### src/rtl/irqss_pkg.sv
package irqss_pkg;

    localparam int IRQSS_LINES  = 6;
    localparam int IRQSS_REG_W  = 8;
    localparam int IRQSS_SEL_W  = 2;
    localparam int IRQSS_STAGES = 2;

    typedef enum logic [1:0] {
        SENSE_LOW  = 2'b00,
        SENSE_FALL = 2'b01,
        SENSE_RISE = 2'b10,
        SENSE_BOTH = 2'b11
    } sense_e;

    typedef struct packed {
        logic level;
        logic fell;
        logic rose;
    } pin_obs_t;

    function automatic logic sense_hit(sense_e mode, pin_obs_t obs);
        logic hit;
        case (mode)
            SENSE_LOW:  hit = ~obs.level;
            SENSE_FALL: hit = obs.fell;
            SENSE_RISE: hit = obs.rose;
            default:    hit = obs.fell | obs.rose;
        endcase
        return hit;
    endfunction

    function automatic logic is_edge_mode(sense_e mode);
        return mode != SENSE_LOW;
    endfunction

endpackage

### src/rtl/irqss_sync.sv
module irqss_sync
    import irqss_pkg::*;
#(
    parameter int   STAGES = IRQSS_STAGES,
    parameter logic IDLE   = 1'b1
) (
    input  logic     clk,
    input  logic     rst,
    input  logic     pin,
    output pin_obs_t obs
);
    logic [STAGES-1:0] chain;
    logic              prev;

    always_ff @(posedge clk) begin
        if (rst) begin
            chain <= {STAGES{IDLE}};
            prev  <= IDLE;
        end else begin
            chain <= {chain[STAGES-2:0], pin};
            prev  <= chain[STAGES-1];
        end
    end

    always_comb begin
        obs.level = chain[STAGES-1];
        obs.fell  = prev & ~chain[STAGES-1];
        obs.rose  = ~prev & chain[STAGES-1];
    end
endmodule

### src/rtl/irqss_flag.sv
module irqss_flag (
    input  logic clk,
    input  logic rst,
    input  logic wipe,
    input  logic set_hit,
    input  logic clr_req,
    output logic flag
);
    always_ff @(posedge clk) begin
        if (rst || wipe)
            flag <= 1'b0;
        else if (set_hit)
            flag <= 1'b1;
        else if (clr_req)
            flag <= 1'b0;
    end
endmodule

### src/rtl/irqss_regif.sv
module irqss_regif
    import irqss_pkg::*;
#(
    parameter int NLINES = IRQSS_LINES,
    parameter int REG_W  = IRQSS_REG_W
) (
    input  logic              clk,
    input  logic              rst,
    input  logic              wipe,
    input  logic              reg_rd,
    input  logic              reg_wr,
    input  logic [REG_W-1:0]  reg_wdata,
    input  logic [NLINES-1:0] flags,
    output logic [REG_W-1:0]  reg_rdata,
    output logic [NLINES-1:0] sw_clr
);
    logic [NLINES-1:0] seen_one;
    logic              unused_hi;

    always_ff @(posedge clk) begin
        if (rst || wipe)
            seen_one <= '0;
        else if (reg_wr)
            seen_one <= '0;
        else if (reg_rd)
            seen_one <= flags;
    end

    assign reg_rdata = REG_W'(flags);
    assign unused_hi = ^reg_wdata[REG_W-1:NLINES];

    always_comb begin
        for (int i = 0; i < NLINES; i++)
            sw_clr[i] = reg_wr & ~reg_wdata[i] & seen_one[i];
    end
endmodule

### src/rtl/irq_sense_status.sv
module irq_sense_status
    import irqss_pkg::*;
#(
    parameter int NLINES = IRQSS_LINES,
    parameter int REG_W  = IRQSS_REG_W,
    parameter int STAGES = IRQSS_STAGES
) (
    input  logic                          clk,
    input  logic                          rst,
    input  logic                          hw_standby,
    input  logic [NLINES-1:0]             irq_pin,
    input  logic [NLINES*IRQSS_SEL_W-1:0] sense_sel,
    input  logic                          reg_rd,
    input  logic                          reg_wr,
    input  logic [REG_W-1:0]              reg_wdata,
    output logic [REG_W-1:0]              reg_rdata,
    input  logic [NLINES-1:0]             svc_ack,
    input  logic [NLINES-1:0]             xfer_ack,
    input  logic                          xfer_dis,
    output logic [NLINES-1:0]             irq_req
);
    localparam int SW = IRQSS_SEL_W;

    logic [NLINES-1:0] flags;
    logic [NLINES-1:0] sw_clr;

    irqss_regif #(.NLINES(NLINES), .REG_W(REG_W)) u_regif (
        .clk       (clk),
        .rst       (rst),
        .wipe      (hw_standby),
        .reg_rd    (reg_rd),
        .reg_wr    (reg_wr),
        .reg_wdata (reg_wdata),
        .flags     (flags),
        .reg_rdata (reg_rdata),
        .sw_clr    (sw_clr)
    );

    for (genvar n = 0; n < NLINES; n++) begin : g_line
        pin_obs_t obs;
        sense_e   mode;
        logic     hit;
        logic     hw_clr;

        irqss_sync #(.STAGES(STAGES), .IDLE(1'b1)) u_sync (
            .clk (clk),
            .rst (rst),
            .pin (irq_pin[n]),
            .obs (obs)
        );

        always_comb begin
            mode   = sense_e'(sense_sel[n*SW +: SW]);
            hit    = sense_hit(mode, obs);
            hw_clr = (svc_ack[n] & (is_edge_mode(mode) | obs.level))
                   | (xfer_ack[n] & ~xfer_dis);
        end

        irqss_flag u_flag (
            .clk     (clk),
            .rst     (rst),
            .wipe    (hw_standby),
            .set_hit (hit),
            .clr_req (hw_clr | sw_clr[n]),
            .flag    (flags[n])
        );
    end

    assign irq_req = flags;
endmodule

### config.mk
export PLATFORM = sky130hd
export DESIGN_NAME = irq_sense_status
export DESIGN_NICKNAME = d
export VERILOG_FILES = /design/src/rtl/irqss_pkg.sv /design/src/rtl/irqss_sync.sv /design/src/rtl/irqss_flag.sv /design/src/rtl/irqss_regif.sv /design/src/rtl/irq_sense_status.sv
export SDC_FILE = /design/constraint.sdc
export NUM_CORES = 1
export LEC_CHECK = 0
export BUFFER_PORTS_ARGS = -buffer_cell sky130_fd_sc_hd__buf_2
export CAP_MARGIN = 20
export CORE_MARGIN = 2
export CORE_UTILIZATION = 47
export CTS_BUF_LIST = sky130_fd_sc_hd__clkbuf_16
export CTS_CLUSTER_SIZE = 24
export DETAILED_ROUTE_END_ITERATION = 7
export GPL_ROUTABILITY_DRIVEN = 0
export PLACE_DENSITY = 0.84
export SYNTH_ARGS = -nofsm -noshare
export SYNTH_HDL_FRONTEND = slang
export SYNTH_HIERARCHICAL = 1
export SYNTH_SLANG_ARGS = --single-unit
### constraint.sdc
create_clock -name clk -period 1.8 [get_ports clk]
set_input_delay 0.36 -clock clk [delete_from_list [all_inputs] [get_ports clk]]
set_output_delay 0.36 -clock clk [all_outputs]
set_load 0.01 [all_outputs]
==> qor.yml, run 1 <==
async_reset_ff_share_pct: 0
nets: 233
ys_types: 20
use_met1_pct: 17.5
synth_edf_count: 0
die_area_sq_um: 3480
antenna_left: 0
power.leakage_nw: 0.826
grtUsageMet3_pct: 6.33
worst-setup-path-type: "reg2reg"
num_vias: 1095
tns_ns: 0
final_area_sq_um: 1800
wl_per_cell_um: 12.0
fin_skew_ns: 0.00446
cts_resized: 0
syn_inst: 144
start_util_pct: 50.6
synth-seq-cells: 30
h-tree-depth: 2
insertion_delay_ns: 0.27
fin_crit_ns: 1.27
yosys-top-cells-area: "dfxtp_1 42%, or2_1 7.9%, buf_4 7.4%, nor2b_4 5.8%, or3_4 4.8%"
peakVddDrop_mv: 0.740
start_kind: "flop"
synth_warnings: 6
synthesis.area_sq_um: 1420
clockRootBuffer: "clkbuf_16"
crit_chain: "or3_4 -> a221o_1 -> nor2b_4 -> o21a_1"
cts_buffers: 5
placedInstanceArea_sq_um: 1610
grt_start_max_net_pins: 26
core_sq_um: 2810
critPathMaxStageDelay_ns: 0.34
stdcell_count: 221
portBuffers: 53
vias_per_cell: 4.95
worst_ep_required_time_ns: 2.01
cp_num_cells: 4
grt_pass1_vias: 1037
final_layout_size_suffix_gt1_share_pct: 41.6
synth_top_cell_by_area: "dfxtp_1"
critical_path_buf_inv_count: 0
io_pins: 58
netlist_top_cells_count: "30 x dfxtp_1, 18 x or2_1, 14 x buf_4"
dp_cells: 213
hold_buffers: 0
drv_cap: 0
drc_errors: 4
setup_violations: 0
row_count: 19
antenna_found_initial: 0
cts_setup_buffers: 0
fin_crit_sh_pct: 70.6
syn_to_final_growth_pct: 26.5
grtUsageTotal_pct: 17.3
hold_class: "in2reg"
final_max_slew_viol_count: 0
cts_tree: "yes"
synth.most_common_cell: "dfxtp_1"
seq_area_frac_synth_pct: 42.3
post-dp-hpwl_mm: 2.01
worst-path-max-fanout: 4
hold_path_depth: 2
synthFlopType: "dfxtp_1"
use_met2_pct: 31.3
cts.clk_slew.worst_paths_ns: 0.05
critical-path-top-delay-family: "compound AO/OA/AOI/OAI gates"
firstDrtPassIters: 6
rrSetupSlack_ns: 0.53
crit_slowest_cell: "a221o_1"
total_power_mw: 1.89
hp-start: "irq_pin[5]"
die_w_um: 59.0
setup.worst_path.end_class: "flop"
arrival_ns: 1.48
overflow: 0
powerDensity_nw_per_um2: 1050
rsz0062_at_grt: "false"
worstReg2RegStart: "g_line[5].u_sync/chain[1]"
worstReg2RegEnd: "g_line[5].u_flag/flag"
antenna_cells: 0
grt.busiest_layer: "met2"
outcome: "complete, but fails checks"
synth_area_per_cell_sq_um: 9.86
fp.dieH_um: 59.0
violations: "design-rule violations"
grt_pass1_wl_mm: 4.33
r2r_cells: 4
synth_top_area_share_pct: 42.3
hold_viol: 0
fmax_mhz: 787
drtIter0Drc: 45
drt-total-wl_mm: 2.65
cts_buffer_depth: 2
fill_cells: 234
clock_sinks: 30
worstHoldEndpoint: "g_line[5].u_sync/chain[0]"
power by group:
group	internal, mW	switching [mW]
combinational	0.0733	0.0624
clock	0.785	0.270
sequential	0.685	0.00980
total	1.54	0.342
routing by layer:
metal / up-vias / wire (um)
li1: 555 / -
met1: 496 / 995
met2: 38 / 1380
met3: 6 / 227
met4: 0 / 47
met5: - / 0
flip-flops by register name, summed over array words and instances (netlist names):
signal	flops
g_line.u_sync/chain	12
u_regif/seen_one	6
g_line.u_sync/prev	6
g_line.u_flag/flag	6
cells by family after synthesis:
logic type | Yosys count | synth area share (%)
buffers and inverters | 17 | 8.72
multiplexers | 6 | 4.23
AND/OR/NAND/NOR | 72 | 33.9
other | 1 | 0.264
AO/OA/AOI/OAI | 18 | 10.6
flip-flops | 30 | 42.3
worst max-delay path by stage:
stage	startpoint	end	slack (ns)
global placement	sense_sel[2]	g_line[1].u_flag/flag	0.36
detailed placement	sense_sel[5]	g_line[2].u_flag/flag	0.32
global route	g_line[5].u_sync/chain[1]	g_line[5].u_flag/flag	0.47
floorplan	g_line[0].u_sync/chain[1]	g_line[0].u_flag/flag	0.49
finish	g_line[5].u_sync/chain[1]	g_line[5].u_flag/flag	0.53
CTS	g_line[5].u_sync/chain[1]	g_line[5].u_flag/flag	0.52
stage by stage:
step | worst slack [ns] | util, % | hold slack (ns)
2_1_floorplan | 0.487 | - | 0.383
3_3_place_gp | 0.361 | 57.3 | 0.385
3_5_place_dp | 0.320 | 57.3 | 0.389
4_1_cts | 0.518 | 64.1 | 0.257
5_1_grt | 0.473 | 64.1 | 0.262
6_report | 0.529 | 64.1 | 0.262
layout make-up:
type	count	area (sq um)	share of cell area, %
Tap cell	31	38.8	2.16
Inverter	1	3.75	0.209
Clock inverter	3	63.8	3.55
Sequential cell	30	601	33.4
Clock buffer	5	125	6.96
Timing Repair Buffer	53	265	14.8
Multi-Input combinational cell	98	699	38.9
cell usage in the layout (no fill, tap or decap):
| cell | netlist | layout |
|---|---|---|
| bufinv_16 | 0 | 2 |
| or3_1 | 1 | 1 |
| and2b_1 | 6 | 6 |
| a221o_1 | 6 | 6 |
| nor2_1 | 11 | 11 |
| inv_1 | 1 | 1 |
| nor2b_1 | 6 | 6 |
| conb_1 | 1 | 2 |
| nor2b_4 | 6 | 6 |
| nand2_1 | 11 | 11 |
| or3_4 | 6 | 6 |
| o21a_1 | 6 | 6 |
| nor2_2 | 6 | 6 |
| or2_1 | 18 | 18 |
| clkinv_1 | 0 | 1 |
| a22oi_1 | 6 | 6 |
| and3b_2 | 1 | 1 |
| clkbuf_16 | 0 | 5 |
| mux2i_1 | 6 | 6 |
| dfxtp_1 | 30 | 30 |
| buf_2 | 0 | 53 |
No activity file was read; power rests on OpenSTA's default activity.
==> inputs of run 2 (changes only) <==
--- a/config.mk
+++ b/config.mk
@@ -5,10 +5,11 @@
 export SDC_FILE = /design/constraint.sdc
 export NUM_CORES = 1
 export LEC_CHECK = 0
+export ABC_AREA = 1
 export BUFFER_PORTS_ARGS = -buffer_cell sky130_fd_sc_hd__buf_2
 export CAP_MARGIN = 20
 export CORE_MARGIN = 2
-export CORE_UTILIZATION = 47
+export CORE_UTILIZATION = 48
 export CTS_BUF_LIST = sky130_fd_sc_hd__clkbuf_16
 export CTS_CLUSTER_SIZE = 24
 export DETAILED_ROUTE_END_ITERATION = 7
==> constraint.sdc (replaced) <==
create_clock -name clk -period 1.2 [get_ports clk]
set_input_delay 0.24 -clock clk [delete_from_list [all_inputs] [get_ports clk]]
set_output_delay 0.24 -clock clk [all_outputs]
set_load 0.01 [all_outputs]
==> run 2 against run 1 <==
Compared with the run above: the run now ends clean; die area is 5.2% higher; routed wire length is 2.3% lower; power is 25% higher; non-clock buffer count is 1 higher; clock-buffer cell count stayed put; register-to-register slack worse by 0.22 ns; worst setup slack worse by 0.36 ns; sequential share of layout area is 1.5 points lower; combinational power is 65% higher; sequential power is 50% higher; critical path depth is 3 lower; worst hold slack worse by 0.12 ns; critical path type is now reg2out; largest cell class is now registers; largest power group unchanged; highest routed layer unchanged.
==> qor.yml, run 2 <==
tns_ns: 0
post-place-ws_ns: 0.140
combinationalPowerShare_pct: 9.5
largest_register: "g_line.u_sync/chain"
r2r_cells: 7
clock_sinks: 30
synth_warnings: 6
fin_util_pct: 61.6
num_vias: 1363
firstDrtPassIters: 4
worstReg2RegStart: "u_regif/seen_one[2]"
cts_resized: 0
clockRootBuffer: "clkbuf_16"
worstReg2RegEnd: "g_line[2].u_flag/flag"
cts.clk_slew.worst_paths_ns: 0.05
hp-start: "irq_pin[4]"
h-tree-depth: 2
synth.most_common_cell: "inv_1"
insertion_delay_ns: 0.26
final_cell_mix: "75 x inv_1, 67 x nand2_1, 53 x buf_2"
synth-seq-cells: 30
netlist_top_cells_count: "73 x inv_1, 67 x nand2_1, 37 x nor2_1"
start_kind: "flop"
arrival_ns: 0.79
yosys-top-cells-area: "dfxtp_1 39%, inv_1 18%, nand2_1 16%, nor2_1 9.1%, buf_4 6.9%"
antenna_left: 0
hold_path_depth: 3
clockPowerShare_pct: 46.1
worstHoldEndpoint: "g_line[4].u_sync/chain[0]"
grt_pass1_wl_mm: 4.28
portBuffers: 53
overflow: 0
cell_internal_pwr_mw: 1.87
antenna_found_initial: 0
hold_class: "in2reg"
drc_errors: 0
final_layout_size_suffix_gt1_share_pct: 22.4
core_sq_um: 3050
hold_buffers: 0
power.leakage_nw: 1.23
outcome: "finished, final reports clean"
switchingPower_mw: 0.490
final_common_cell: "inv_1"
critical_path_buf_inv_count: 1
fin_crit_sh_pct: 85.6
synth_top_area_share_pct: 39.2
synth_edf_count: 0
crit_chain: "buf_2"
rsz0062_at_grt: "false"
synthesis.area_sq_um: 1530
fin_crit_ns: 1.03
critPathMaxStageDelay_ns: 0.37
synthFlopType: "dfxtp_1"
p_sw_share_pct: 20.8
synth_area_per_cell_sq_um: 6.18
start_util_pct: 50.2
final_max_slew_viol_count: 0
async_reset_ff_share_pct: 0
post-dp-hpwl_mm: 2.09
wl_per_cell_um: 7.63
largest_register_ffs: 12
cts_buffers: 5
grtUsageTotal_pct: 15.3
io_pins: 58
antenna_cells: 0
stdcell_count: 339
peakVddDrop_mv: 0.931
vias_per_cell: 4.02
grt_start_max_net_pins: 13
setup.worst_path.end_class: "output pin"
die_area_sq_um: 3660
fp.dieH_um: 60.5
p_seq_share_pct: 44.3
seq_area_frac_synth_pct: 39.2
drt-total-wl_mm: 2.59
syn_to_final_growth_pct: 22.7
synth_top_cell_by_area: "dfxtp_1"
cts_setup_buffers: 0
crit_slowest_cell: "dfxtp_1"
drv_cap: 0
drtIter0Drc: 35
cp_num_cells: 1
dp_cells: 332
setup_violations: 0
row_count: 20
hold_viol: 0
worst-setup-path-type: "reg2out"
ys_types: 12
fin_ws_ns: 0.173
powerDensity_nw_per_um2: 1250
critical-path-top-delay-family: "flip-flops"
worst_ep_required_time_ns: 0.96
die_w_um: 60.5
nets: 339
fin_skew_ns: 0.00218
grt_pass1_vias: 1122
fmax_mhz: 974
cts_buffer_depth: 2
syn_inst: 248
worst-path-max-fanout: 4
cts_tree: "yes"
rrSetupSlack_ns: 0.31
==> run 2: cell count changes after synthesis, moves of 18 or more <==
cell	delta
or2_1	-18
nor2_1	+26
inv_1	+72
nand2_1	+56
==> run 2: how the worst max path moves through the flow <==
stage / end / slack [ns] / from
5_1_grt: reg_rdata[4] / 0.11 / g_line[4].u_flag/flag
6_report: reg_rdata[3] / 0.17 / g_line[3].u_flag/flag
3_5_place_dp: g_line[2].u_flag/flag / 0.14 / reg_wr
2_1_floorplan: g_line[1].u_flag/flag / 0.35 / g_line[1].u_sync/chain[1]
3_3_place_gp: g_line[2].u_flag/flag / 0.15 / reg_wr
4_1_cts: reg_rdata[4] / 0.16 / g_line[4].u_flag/flag
==> run 2: logic make-up after synthesis <==
family	share of synthesized area [%]
AND/OR/NAND/NOR	29.4
buffers and inverters	25.7
other	0.245
AO/OA/AOI/OAI	5.39
flip-flops	39.2
==> run 2: metrics by stage <==
stage / hold WS (ns) / power [mW] / cell area (sq um)
2_1_floorplan: 0.325 / 1.20 / 1540
4_1_cts: 0.142 / 2.39 / 1880
3_3_place_gp: 0.389 / 1.28 / 1750
3_5_place_dp: 0.398 / 1.29 / 1750
6_report: 0.146 / 2.36 / 1880
5_1_grt: 0.149 / 2.47 / 1880
==> run 2: final cells by class <==
cell class              instances  area [sq um]
fillers                       316          1170
flip-flops and latches         30           601
multi-input cells             130           541
inverters                      74           278
repair buffers                 54           273
clock buffers                   5           125
well taps                      44          55.1
clock inverters                 2          7.51
==> run 2: layer usage <==
| layer | vias to the layer above | global-route usage [%] | part of all wire (%) |
|---|---|---|---|
| met5 | - | 0 | 0 |
| met4 | 0 | 4.35 | 1.1 |
| met3 | 4 | 4.26 | 5.8 |
| met2 | 37 | 27.6 | 47 |
| li1 | 773 | - | - |
| met1 | 549 | 17.8 | 46 |
==> run 2: power groups by stage <==
stage          sequential, mW  clock (mW)  combinational, mW
2_1_floorplan            1.06           0              0.140
4_1_cts                  1.04        1.12              0.228
3_5_place_dp             1.06           0              0.226
3_3_place_gp             1.06           0              0.223
6_report                 1.04        1.09              0.224
5_1_grt                  1.05        1.17              0.261
